--- config.mk ---
export PLATFORM = sky130hd
export DESIGN_NAME = rect_blitter
export DESIGN_NICKNAME = d
export VERILOG_FILES = /design/src/rtl/rect_blitter.sv
export SDC_FILE = /design/constraint.sdc
export NUM_CORES = 1
export LEC_CHECK = 0
export BUFFER_PORTS_ARGS = -buffer_cell sky130_fd_sc_hd__buf_4
export CAP_MARGIN = 20
export CORE_MARGIN = 4
export CORE_UTILIZATION = 54
export DETAILED_ROUTE_END_ITERATION = 6
export PLACE_DENSITY = 0.78
export SLEW_MARGIN = 20
export SYNTH_ARGS = -nofsm -noshare
export SYNTH_HDL_FRONTEND = slang
export SYNTH_SLANG_ARGS = --single-unit
--- constraint.sdc ---
create_clock -name clk -period 2.46 [get_ports clk]
set_clock_uncertainty 0.05 [all_clocks]
set_input_delay 0.369 -clock clk [delete_from_list [all_inputs] [get_ports clk]]
set_output_delay 0.369 -clock clk [all_outputs]
set_load 0.01 [all_outputs]
--- src/rtl/rect_blitter.sv ---
module rect_blitter #(
  parameter int AW = 24,
  parameter int DW = 16,
  parameter int CW = 10,
  parameter int LW = 11
) (
  input  logic          clk,
  input  logic          rst_n,
  input  logic          cmd_valid,
  input  logic [31:0]   cmd_data,
  output logic          cmd_ready,
  output logic [AW-1:0] mem_addr,
  output logic          mem_re,
  output logic          mem_we,
  output logic [DW-1:0] mem_wdata,
  input  logic [DW-1:0] mem_rdata,
  input  logic          int_clr_we,
  input  logic [15:0]   int_clr_data,
  output logic [15:0]   int_status,
  output logic [15:0]   exec_status
);
  localparam logic [7:0] OP_COL = 8'h0B, OP_DST = 8'h0C, OP_SRC = 8'h0D,
                         OP_WID = 8'h0E, OP_HGT = 8'h0F, OP_CPY = 8'h21,
                         OP_FIL = 8'h23, OP_PIT = 8'h40;

  typedef enum logic [1:0] {S_IDLE, S_FILL, S_RD, S_WR} st_t;
  st_t st;

  logic [AW-1:0] p_dst, p_src, drow, dcur, srow, scur;
  logic [CW-1:0] p_wm1, p_hm1, wm1, hm1, xc, yc;
  logic [LW-1:0] p_pit, pit;
  logic [DW-1:0] p_col, col;
  logic          pend, pend_cpy, done;

  wire [7:0] op     = cmd_data[31:24];
  wire       acc    = cmd_valid & cmd_ready;
  wire       go_fil = acc & (op == OP_FIL);
  wire       go_cpy = acc & (op == OP_CPY);
  wire       idle   = (st == S_IDLE);
  wire       launch = idle & (pend | go_fil | go_cpy);
  wire       l_cpy  = pend ? pend_cpy : go_cpy;
  wire       step   = (st == S_FILL) | (st == S_WR);
  wire       last_x = (xc == wm1);
  wire       last   = last_x & (yc == hm1);
  wire [AW-1:0] rstep = AW'({pit, 1'b0});

  assign cmd_ready   = ~pend;
  assign mem_re      = (st == S_RD);
  assign mem_we      = step;
  assign mem_addr    = mem_re ? scur : dcur;
  assign mem_wdata   = (st == S_FILL) ? col : mem_rdata;
  assign int_status  = {15'd0, done};
  assign exec_status = {14'd0, ~idle | pend, 1'b0};

  always_ff @(posedge clk or negedge rst_n) begin
    if (!rst_n) begin
      st <= S_IDLE;
      {p_dst, p_src, drow, dcur, srow, scur} <= '0;
      {p_wm1, p_hm1, wm1, hm1, xc, yc} <= '0;
      {p_pit, pit, p_col, col} <= '0;
      {pend, pend_cpy, done} <= '0;
    end else begin
      if (acc) begin
        case (op)
          OP_DST:  p_dst <= {cmd_data[AW-1:1], 1'b0};
          OP_SRC:  p_src <= {cmd_data[AW-1:1], 1'b0};
          OP_WID:  p_wm1 <= cmd_data[CW-1:0];
          OP_HGT:  p_hgt_load();
          OP_COL:  p_col <= cmd_data[DW-1:0];
          OP_PIT:  p_pit <= cmd_data[LW-1:0];
          default: ;
        endcase
      end
      if (!idle && (go_fil || go_cpy)) begin
        pend     <= 1'b1;
        pend_cpy <= go_cpy;
      end
      if (launch) begin
        pend <= 1'b0;
        drow <= p_dst; dcur <= p_dst;
        srow <= p_src; scur <= p_src;
        wm1 <= p_wm1; hm1 <= p_hm1; pit <= p_pit; col <= p_col;
        xc <= '0; yc <= '0;
        st <= l_cpy ? S_RD : S_FILL;
      end
      if (st == S_RD) st <= S_WR;
      if (step) begin
        if (last) st <= S_IDLE;
        else begin
          st <= (st == S_FILL) ? S_FILL : S_RD;
          if (last_x) begin
            xc <= '0; yc <= yc + 1'b1;
            drow <= drow + rstep; dcur <= drow + rstep;
            srow <= srow + rstep; scur <= srow + rstep;
          end else begin
            xc <= xc + 1'b1;
            dcur <= dcur + AW'(2); scur <= scur + AW'(2);
          end
        end
      end
      if (step && last) done <= 1'b1;
      else if (int_clr_we && int_clr_data[0]) done <= 1'b0;
    end
  end

  task automatic p_hgt_load();
    p_hm1 <= cmd_data[CW-1:0];
  endtask
endmodule


==> results of run 1 <==
## power by group through the flow
stage               Combinational [mW]  Sequential [mW]  Clock, mW
finish                            6.85             5.62       4.39
global route                      7.18             5.68       4.60
CTS                               5.45             5.49       4.37
detailed placement                4.82             5.56          0
global placement                  4.68             5.54          0
floorplan                         2.76             5.38          0
## synthesized netlist by cell type (3+ instances only)
cell,number,area share [%]
sky130_fd_sc_hd__xor2_1,40,2.6
sky130_fd_sc_hd__and2_1,15,0.69
sky130_fd_sc_hd__clkbuf_1,41,1.1
sky130_fd_sc_hd__buf_2,16,0.58
sky130_fd_sc_hd__buf_4,33,1.8
sky130_fd_sc_hd__a221oi_1,4,0.26
sky130_fd_sc_hd__a21boi_0,3,0.16
sky130_fd_sc_hd__nand3_1,48,1.8
sky130_fd_sc_hd__nor4_1,5,0.23
sky130_fd_sc_hd__or3_1,9,0.41
sky130_fd_sc_hd__nor3_1,21,0.77
sky130_fd_sc_hd__nor2b_1,4,0.18
sky130_fd_sc_hd__ha_1,26,2.4
sky130_fd_sc_hd__a22o_1,6,0.38
sky130_fd_sc_hd__inv_1,12,0.33
sky130_fd_sc_hd__a211o_1,7,0.45
sky130_fd_sc_hd__a211oi_1,11,0.60
sky130_fd_sc_hd__dfrtp_1,261,48
sky130_fd_sc_hd__nor2_1,73,2.0
sky130_fd_sc_hd__and3_1,18,0.82
sky130_fd_sc_hd__a221o_1,9,0.66
sky130_fd_sc_hd__buf_1,4,0.11
sky130_fd_sc_hd__o21ai_0,100,3.7
sky130_fd_sc_hd__o211a_1,3,0.22
sky130_fd_sc_hd__a21oi_1,35,1.3
sky130_fd_sc_hd__and4_1,5,0.32
sky130_fd_sc_hd__nand4_1,16,0.73
sky130_fd_sc_hd__nor4_2,3,0.27
sky130_fd_sc_hd__o21ai_1,3,0.11
sky130_fd_sc_hd__a21o_1,9,0.49
sky130_fd_sc_hd__o31ai_1,5,0.27
sky130_fd_sc_hd__a31oi_1,14,0.64
sky130_fd_sc_hd__o21a_1,8,0.44
sky130_fd_sc_hd__o22ai_1,6,0.27
sky130_fd_sc_hd__o211ai_1,21,1.2
sky130_fd_sc_hd__o311ai_0,9,0.58
sky130_fd_sc_hd__xnor2_1,23,1.5
sky130_fd_sc_hd__nor3b_1,4,0.22
sky130_fd_sc_hd__mux2_2,134,11
sky130_fd_sc_hd__nand2_1,283,7.8
sky130_fd_sc_hd__a22oi_1,22,1.2
## cell usage in the layout (no fill, tap or decap), types with 6 or more instances in the layout
cell type | netlist | final
sky130_fd_sc_hd__xor2_1 | 40 | 38
sky130_fd_sc_hd__nand2_2 | 0 | 20
sky130_fd_sc_hd__mux2_2 | 134 | 108
sky130_fd_sc_hd__buf_4 | 33 | 170
sky130_fd_sc_hd__nand2_4 | 0 | 6
sky130_fd_sc_hd__a22oi_2 | 0 | 9
sky130_fd_sc_hd__buf_6 | 0 | 49
sky130_fd_sc_hd__clkbuf_16 | 0 | 38
sky130_fd_sc_hd__a22o_1 | 6 | 6
sky130_fd_sc_hd__xnor2_1 | 23 | 22
sky130_fd_sc_hd__ha_1 | 26 | 20
sky130_fd_sc_hd__o211ai_1 | 21 | 21
sky130_fd_sc_hd__a21oi_1 | 35 | 25
sky130_fd_sc_hd__clkbuf_1 | 41 | 6
sky130_fd_sc_hd__nor3_1 | 21 | 20
sky130_fd_sc_hd__or3_1 | 9 | 8
sky130_fd_sc_hd__a31oi_1 | 14 | 11
sky130_fd_sc_hd__a221o_1 | 9 | 9
sky130_fd_sc_hd__mux2_4 | 0 | 26
sky130_fd_sc_hd__nor2_1 | 73 | 65
sky130_fd_sc_hd__nand4_1 | 16 | 16
sky130_fd_sc_hd__o21a_1 | 8 | 7
sky130_fd_sc_hd__o21ai_0 | 100 | 40
sky130_fd_sc_hd__a21o_1 | 9 | 8
sky130_fd_sc_hd__a211oi_1 | 11 | 6
sky130_fd_sc_hd__conb_1 | 1 | 30
sky130_fd_sc_hd__nand2_1 | 283 | 257
sky130_fd_sc_hd__inv_1 | 12 | 9
sky130_fd_sc_hd__and3_1 | 18 | 17
sky130_fd_sc_hd__and2_1 | 15 | 13
sky130_fd_sc_hd__nand3_1 | 48 | 43
sky130_fd_sc_hd__buf_8 | 0 | 8
sky130_fd_sc_hd__a22oi_1 | 22 | 13
sky130_fd_sc_hd__buf_12 | 0 | 29
sky130_fd_sc_hd__a21oi_2 | 0 | 7
sky130_fd_sc_hd__o21ai_2 | 0 | 20
sky130_fd_sc_hd__o21ai_1 | 3 | 40
sky130_fd_sc_hd__dfrtp_1 | 261 | 259
sky130_fd_sc_hd__a211o_1 | 7 | 7
## metal layers
layer / track usage, % / vias to the layer above
li1: - / 5388
met1: 38.00 / 6145
met2: 42.90 / 870
met3: 4.934 / 198
met4: 8.151 / 0
met5: 0 / -
## worst paths after layout
kind                       slack [ns]                 start                     to
max                             -0.18     drow[7]$_DFF_PN0_     drow[14]$_DFF_PN0_
min in group asynchronous        0.29                 rst_n     srow[13]$_DFF_PN0_
min                              0.03          cmd_data[18]  p_dst[18]$_DFFE_PN0P_
max reg2reg                     -0.18     drow[7]$_DFF_PN0_     drow[14]$_DFF_PN0_
max in group asynchronous        1.25                 rst_n        xc[2]$_DFF_PN0_
min reg2reg                      0.41  p_hm1[4]$_DFFE_PN0P_     hm1[4]$_DFFE_PN0N_
## state kept, by name, summed over array words and instances, names as in the netlist
name and cells:
col 16, dcur 24, done 1, drow 24
hm1 10, p_col 16, p_dst 23, p_hm1 10
p_pit 11, p_src 23, p_wm1 10, pend 1
pend_cpy 1, pit 11, scur 24, srow 24
st 2, wm1 10, xc 10, yc 10
## stage by stage
| step | setup WS, ns | hold WS (ns) |
|---|---|---|
| after detailed placement | -0.3743 | 0.2574 |
| after global routing | -0.2241 | 0.02376 |
| after CTS | -0.08725 | 0.02493 |
| final | -0.1811 | 0.02746 |
| after floorplan | 0.02235 | 0.02341 |
| after global placement | -0.3487 | 0.2545 |
## timing repair
action / 4_1_cts / 5_1_grt
setup endpoints to repair: 181 / 159
hold buffers: 1 / 0
pin swaps: 9 / 80
setup buffers: 10 / 27
gates cloned: 6 / 12
endpoints found under the hold margin: 41 / 0
resized for setup: 75 / 259
## final cells by class
cell class | count | area, um2
fill | 1438 | 6613
multi-input combinational | 1060 | 7594
timing repair buffer | 271 | 2897
inverter | 12 | 48.80
sequential | 261 | 6534
clock inverter | 13 | 198.9
clock buffer | 36 | 739.5
tap | 330 | 412.9
## logic make-up (layout without fill, tap and decap cells)
kind of cell	Yosys count	in the layout	synth area share (%)
simple gates	518	519	17.07
compound gates	286	286	13.53
flops	261	261	47.70
mux	134	134	11.02
buf+inv	106	332	3.957
xor+xnor	63	63	4.030
fa+ha+maj	28	28	2.668
other cells	1	30	0.02739
## worst max-delay path, cell delays in order, from the launching register on
cell,delay [ns]
sky130_fd_sc_hd__dfrtp_1,0.41
sky130_fd_sc_hd__ha_1,0.36
sky130_fd_sc_hd__a21oi_1,0.21
sky130_fd_sc_hd__o21ai_0,0.19
sky130_fd_sc_hd__or3_4,0.42
sky130_fd_sc_hd__o2111ai_2,0.23
sky130_fd_sc_hd__xor2_1,0.26
sky130_fd_sc_hd__nor2_1,0.11
sky130_fd_sc_hd__a221o_1,0.27
==> metrics, run 1 <==
met1 routed wirelength after detailed routing 17070 um; clock sink total 261; vias in the first global route 11730; data required time of the critical path 2.82 ns; CTS buffer count 27; GRT Total Usage 26.91%; proportion of power drawn by combinational gates 40.6%; Design Area, Final 0.01842 mm2; clock slew seen by the registers of the worst setup and hold paths 0.06 ns; HPWL after DPL 26050 um; Non-Filler Instances 1983; Static Leak 8.977 nW; Max Clock Freq 378.6 MHz; DRT antenna net count 0; diode insertion count for antenna repair 0; Gate Count Post-Synth 1397; sequential cell area fraction in the yosys report 47.70%; initial DRC count 1305; clk root buf sky130_fd_sc_hd__clkbuf_16; worst rel slew slack 59.52%; slew at the pin with the worst max-slew slack 0.6052 ns; internal power summed over all cells 10.84 mW; final worst-path cycle share 107.4%; row count 58; detailed-route wire length 45270 um; total power per unit cell area 915.2 mW/mm2; width of the die 167.2 um; Sequential Power Share 33.3%; placed instance area 0.01565 mm2; number of failing hold endpoints at the final stage 0; Met3 Routed Length 5145 um; setup violation total in the final timing report 109; starting density of the core 54.69%; Register-to-Register Path Depth 8; antenna violations before repair 0; number of enable-type register cells in the synthesized netlist 0; length of the first detailed-routing pass in iterations 7; Layout Utilization 73.59%; part of the total power dissipated in the clock network 26.0%; num ports 143; syn avg cell area 9.802 um2; clock latency at the later pin of the worst-skew pair 0.54 ns; violated checks setup timing; arrival time of the worst setup path 3.00 ns; number of H-tree levels 1; Post-layout nets 1729; Post-Synthesis Cell Area 0.01369 mm2; fraction of power spent switching nets 35.72%; uppermost routed layer met4; number of vias per cell 6.355; fin. max-slew vios 0; total via count after detailed routing 12600; placed cells 1879; worst ir drop on vdd 0.7467 mV; power spent charging and discharging nets 6.022 mW; overall power after layout 16.86 mW; fin worst setup slack -0.1811 ns; startpoint class of the critical path flip-flop; DRC 0; count of input and output buffers 97; clock tree from TritonCTS yes; number of synthesis warnings 0; global-route wire length before repair 61650 um; maximum number of buffers from clock root to sink 3; critical path endpoint category flip-flop; FFs w/ async S/R, synth 100.0%; number of distinct library cell variants in the gate-level netlist after synthesis 61; worst setup path class reg2reg; Setup TNS -6.404 ns; area added between synthesis and finish 34.55%; leftover overflow at the end of global routing 0; largest net degree at the start of global routing 57; most used flip-flop cell after synthesis sky130_fd_sc_hd__dfrtp_1; core outline area 0.02504 mm2; crit path time final 2.641 ns; layout cell share with drive strength beyond 1 36.06%; routability cong. 0.8998; routed length per placed instance 22.83 um; RSZ-0062 raised after global routing yes; highest net fanout along the worst path 6; routed length on met2 21050 um; overall die height 167.2 um; run status finished, violations left; hold path depth 2; Die Footprint 0.02797 mm2; worst hold path type in2reg; max-cap violation count 0; number of synthesized register bits 261
Note: power is estimated with default switching activity, not from simulation.
==> inputs of run 2 (changes only) <==
- CELL_PAD_IN_SITES_DETAIL_PLACEMENT: default -> 0
- CELL_PAD_IN_SITES_GLOBAL_PLACEMENT: default -> 1
- CORE_UTILIZATION: 54 -> 42
==> run 2 against run 1 <==
The run still ends with setup timing left. Sequential power is 2% lower. Flip-flop and latch count stayed put. Non-clock buffer count fell by 21. Maximum frequency rose by 5.2%. First-iteration DRC count shrank 38%. Utilization is 19 points lower. Sequential share of layout area grew 2.0 points. Cell count increased by 4.2%. Worst hold slack got worse by 0.0075 ns. Clock power is 5.7% lower. Critical path type unchanged. Highest routed layer unchanged.
==> metrics, run 2 (synthesis gave the netlist of run 1 again) <==
highest net fanout along the worst path 3; startpoint of the worst hold path cmd_data[19]; total via count after detailed routing 11420; critical path endpoint category flip-flop; layout cell share with drive strength beyond 1 29.78%; Design Area, Final 0.01746 mm2; data required time of the critical path 2.83 ns; length of the first detailed-routing pass in iterations 5; Setup TNS -0.2297 ns; starting density of the core 42.95%; area added between synthesis and finish 27.49%; Largest stage delay, worst path 0.40 ns; vias in the first global route 11320; clock tree from TritonCTS yes; worst setup slack before clock tree synthesis -0.2700 ns; setup violation total in the final timing report 19; startpoint of the most critical setup path pit[0]$_DFFE_PN0N_; clock slew seen by the registers of the worst setup and hold paths 0.06 ns; width of the die 188.6 um; antenna violations before repair 0; Die Footprint 0.03555 mm2; violated checks setup timing; worst ir drop on vdd 0.4399 mV; series of cell instances along the critical path ha_2 > inv_2 > fa_2 > nor2b_2 > o31a_1 > o31ai_4 > buf_4 > nand2_1 > a21oi_1 > xor2_1 > o211ai_1; global-route wire length before repair 62320 um; largest net degree at the start of global routing 67; routed length per placed instance 19.08 um; HPWL after DPL 26870 um; worst setup path class reg2reg; max-cap violation count 0; worst rel slew slack 61.84%; detailed-route wire length 39430 um; core outline area 0.03188 mm2; row count 65; register area 0.006533 mm2; area of the multi-input gates 0.007124 mm2; Crit path max-delay family compound AO/OA/AOI/OAI gates; slew at the pin with the worst max-slew slack 0.5725 ns; fin worst setup slack -0.05040 ns; crit path time final 2.510 ns; DRC 0; overall die height 188.6 um; initial DRC count 814; count of input and output buffers 97; maximum number of buffers from clock root to sink 3; Max Clock Freq 398.3 MHz; clock latency at the later pin of the worst-skew pair 0.55 ns; number of H-tree levels 1; arrival time of the worst setup path 2.88 ns; most frequent cells in the layout 282 x sky130_fd_sc_hd__nand2_1, 260 x sky130_fd_sc_hd__dfrtp_1, 199 x sky130_fd_sc_hd__buf_4; num ports 143; number of vias per cell 5.526; final-layout worst hold slack 0.01991 ns; origin of the critical flop-to-flop path pit[0]$_DFFE_PN0N_; leftover overflow at the end of global routing 0; run status finished, violations left; DRT antenna net count 0; RSZ-0062 raised after global routing yes; routability cong. 0.8519; clock sink total 261; Post-layout nets 1708; startpoint class of the critical path flip-flop; leading cell type in the layout, fill and taps excluded sky130_fd_sc_hd__nand2_1; clk root buf sky130_fd_sc_hd__clkbuf_16; worst path buffer plus inverter count 2; Slowest cell on crit path sky130_fd_sc_hd__dfrtp_1; final worst-path cycle share 102.0%; worst hold path type in2reg; number of failing hold endpoints at the final stage 0; GRT Total Usage 21.55%; diode insertion count for antenna repair 0; placed instance area 0.01587 mm2; fin. max-slew vios 0; fill cell total of the finished layout 2908; Static Leak 8.518 nW; total power per unit cell area 878.9 mW/mm2; CTS buffer count 28
## run 2: through the flow
stage	utilization (%)	power [mW]	instances
floorplan	-	8.141	1426
global placement	49.79	10.32	1997
detailed placement	49.79	10.41	1997
CTS	53.43	14.90	2060
global route	54.76	16.18	2067
finish	54.76	15.34	2067
## run 2: area by class of cell
| class | instances | area share (%) |
|---|---|---|
| sequential | 261 | 37.42 |
| multi-input combinational | 1059 | 40.81 |
| clock buffer | 43 | 4.573 |
| timing repair buffer | 250 | 13.31 |
| clock inverter | 7 | 0.4874 |
| tap | 435 | 3.118 |
| inverter | 12 | 0.2795 |
## run 2: power by group
| part | switching (mW) | total [mW] | internal, mW | leakage, nW |
|---|---|---|---|---|
| Clock | 1.72 | 4.14 | 2.42 | 0.434 |
| Combinational | 2.96 | 5.67 | 2.71 | 4.57 |
| Sequential | 0.648 | 5.53 | 4.88 | 3.52 |
## run 2: repair_timing
action                                  CTS  global route
buffers inserted                          7             5
endpoints found under the setup margin   94           126
hold buffers                              3             0
gates cloned                              3             2
endpoints found under the hold margin    62             0
pin swaps                                 5            12
gates resized for setup                  35            79
## run 2: path summary, 6_finish.rpt
check                      slack (ns)                     to  depth (start not counted)
min in group asynchronous        0.34     srow[17]$_DFF_PN0_                          2
max reg2reg                     -0.05     dcur[11]$_DFF_PN0_                         11
max in group asynchronous        1.28      scur[2]$_DFF_PN0_                          3
min                              0.02  p_dst[19]$_DFFE_PN0P_                          2
max                             -0.05     dcur[11]$_DFF_PN0_                         11
min reg2reg                      0.41     hm1[5]$_DFFE_PN0N_                          2
## run 2: worst register-to-register path, delay by kind of cell (launching register included)
family	cells	cell delay, ns
adder cells (fa/ha/maj)	2	0.39
XOR/XNOR	1	0.29
AO/OA/AOI/OAI	4	0.89
flip-flops	1	0.40
AND/OR/NAND/NOR	2	0.10
buffers and inverters	2	0.25
## run 2: metal layers
layer | track usage, % | up-vias | share of wire, %
met2 | 33.18 | 341 | 44
met1 | 32.73 | 5700 | 47
met4 | 3.896 | 0 | 1.4
li1 | - | 5344 | -
met5 | 0 | - | 0
met3 | 3.316 | 38 | 7.0
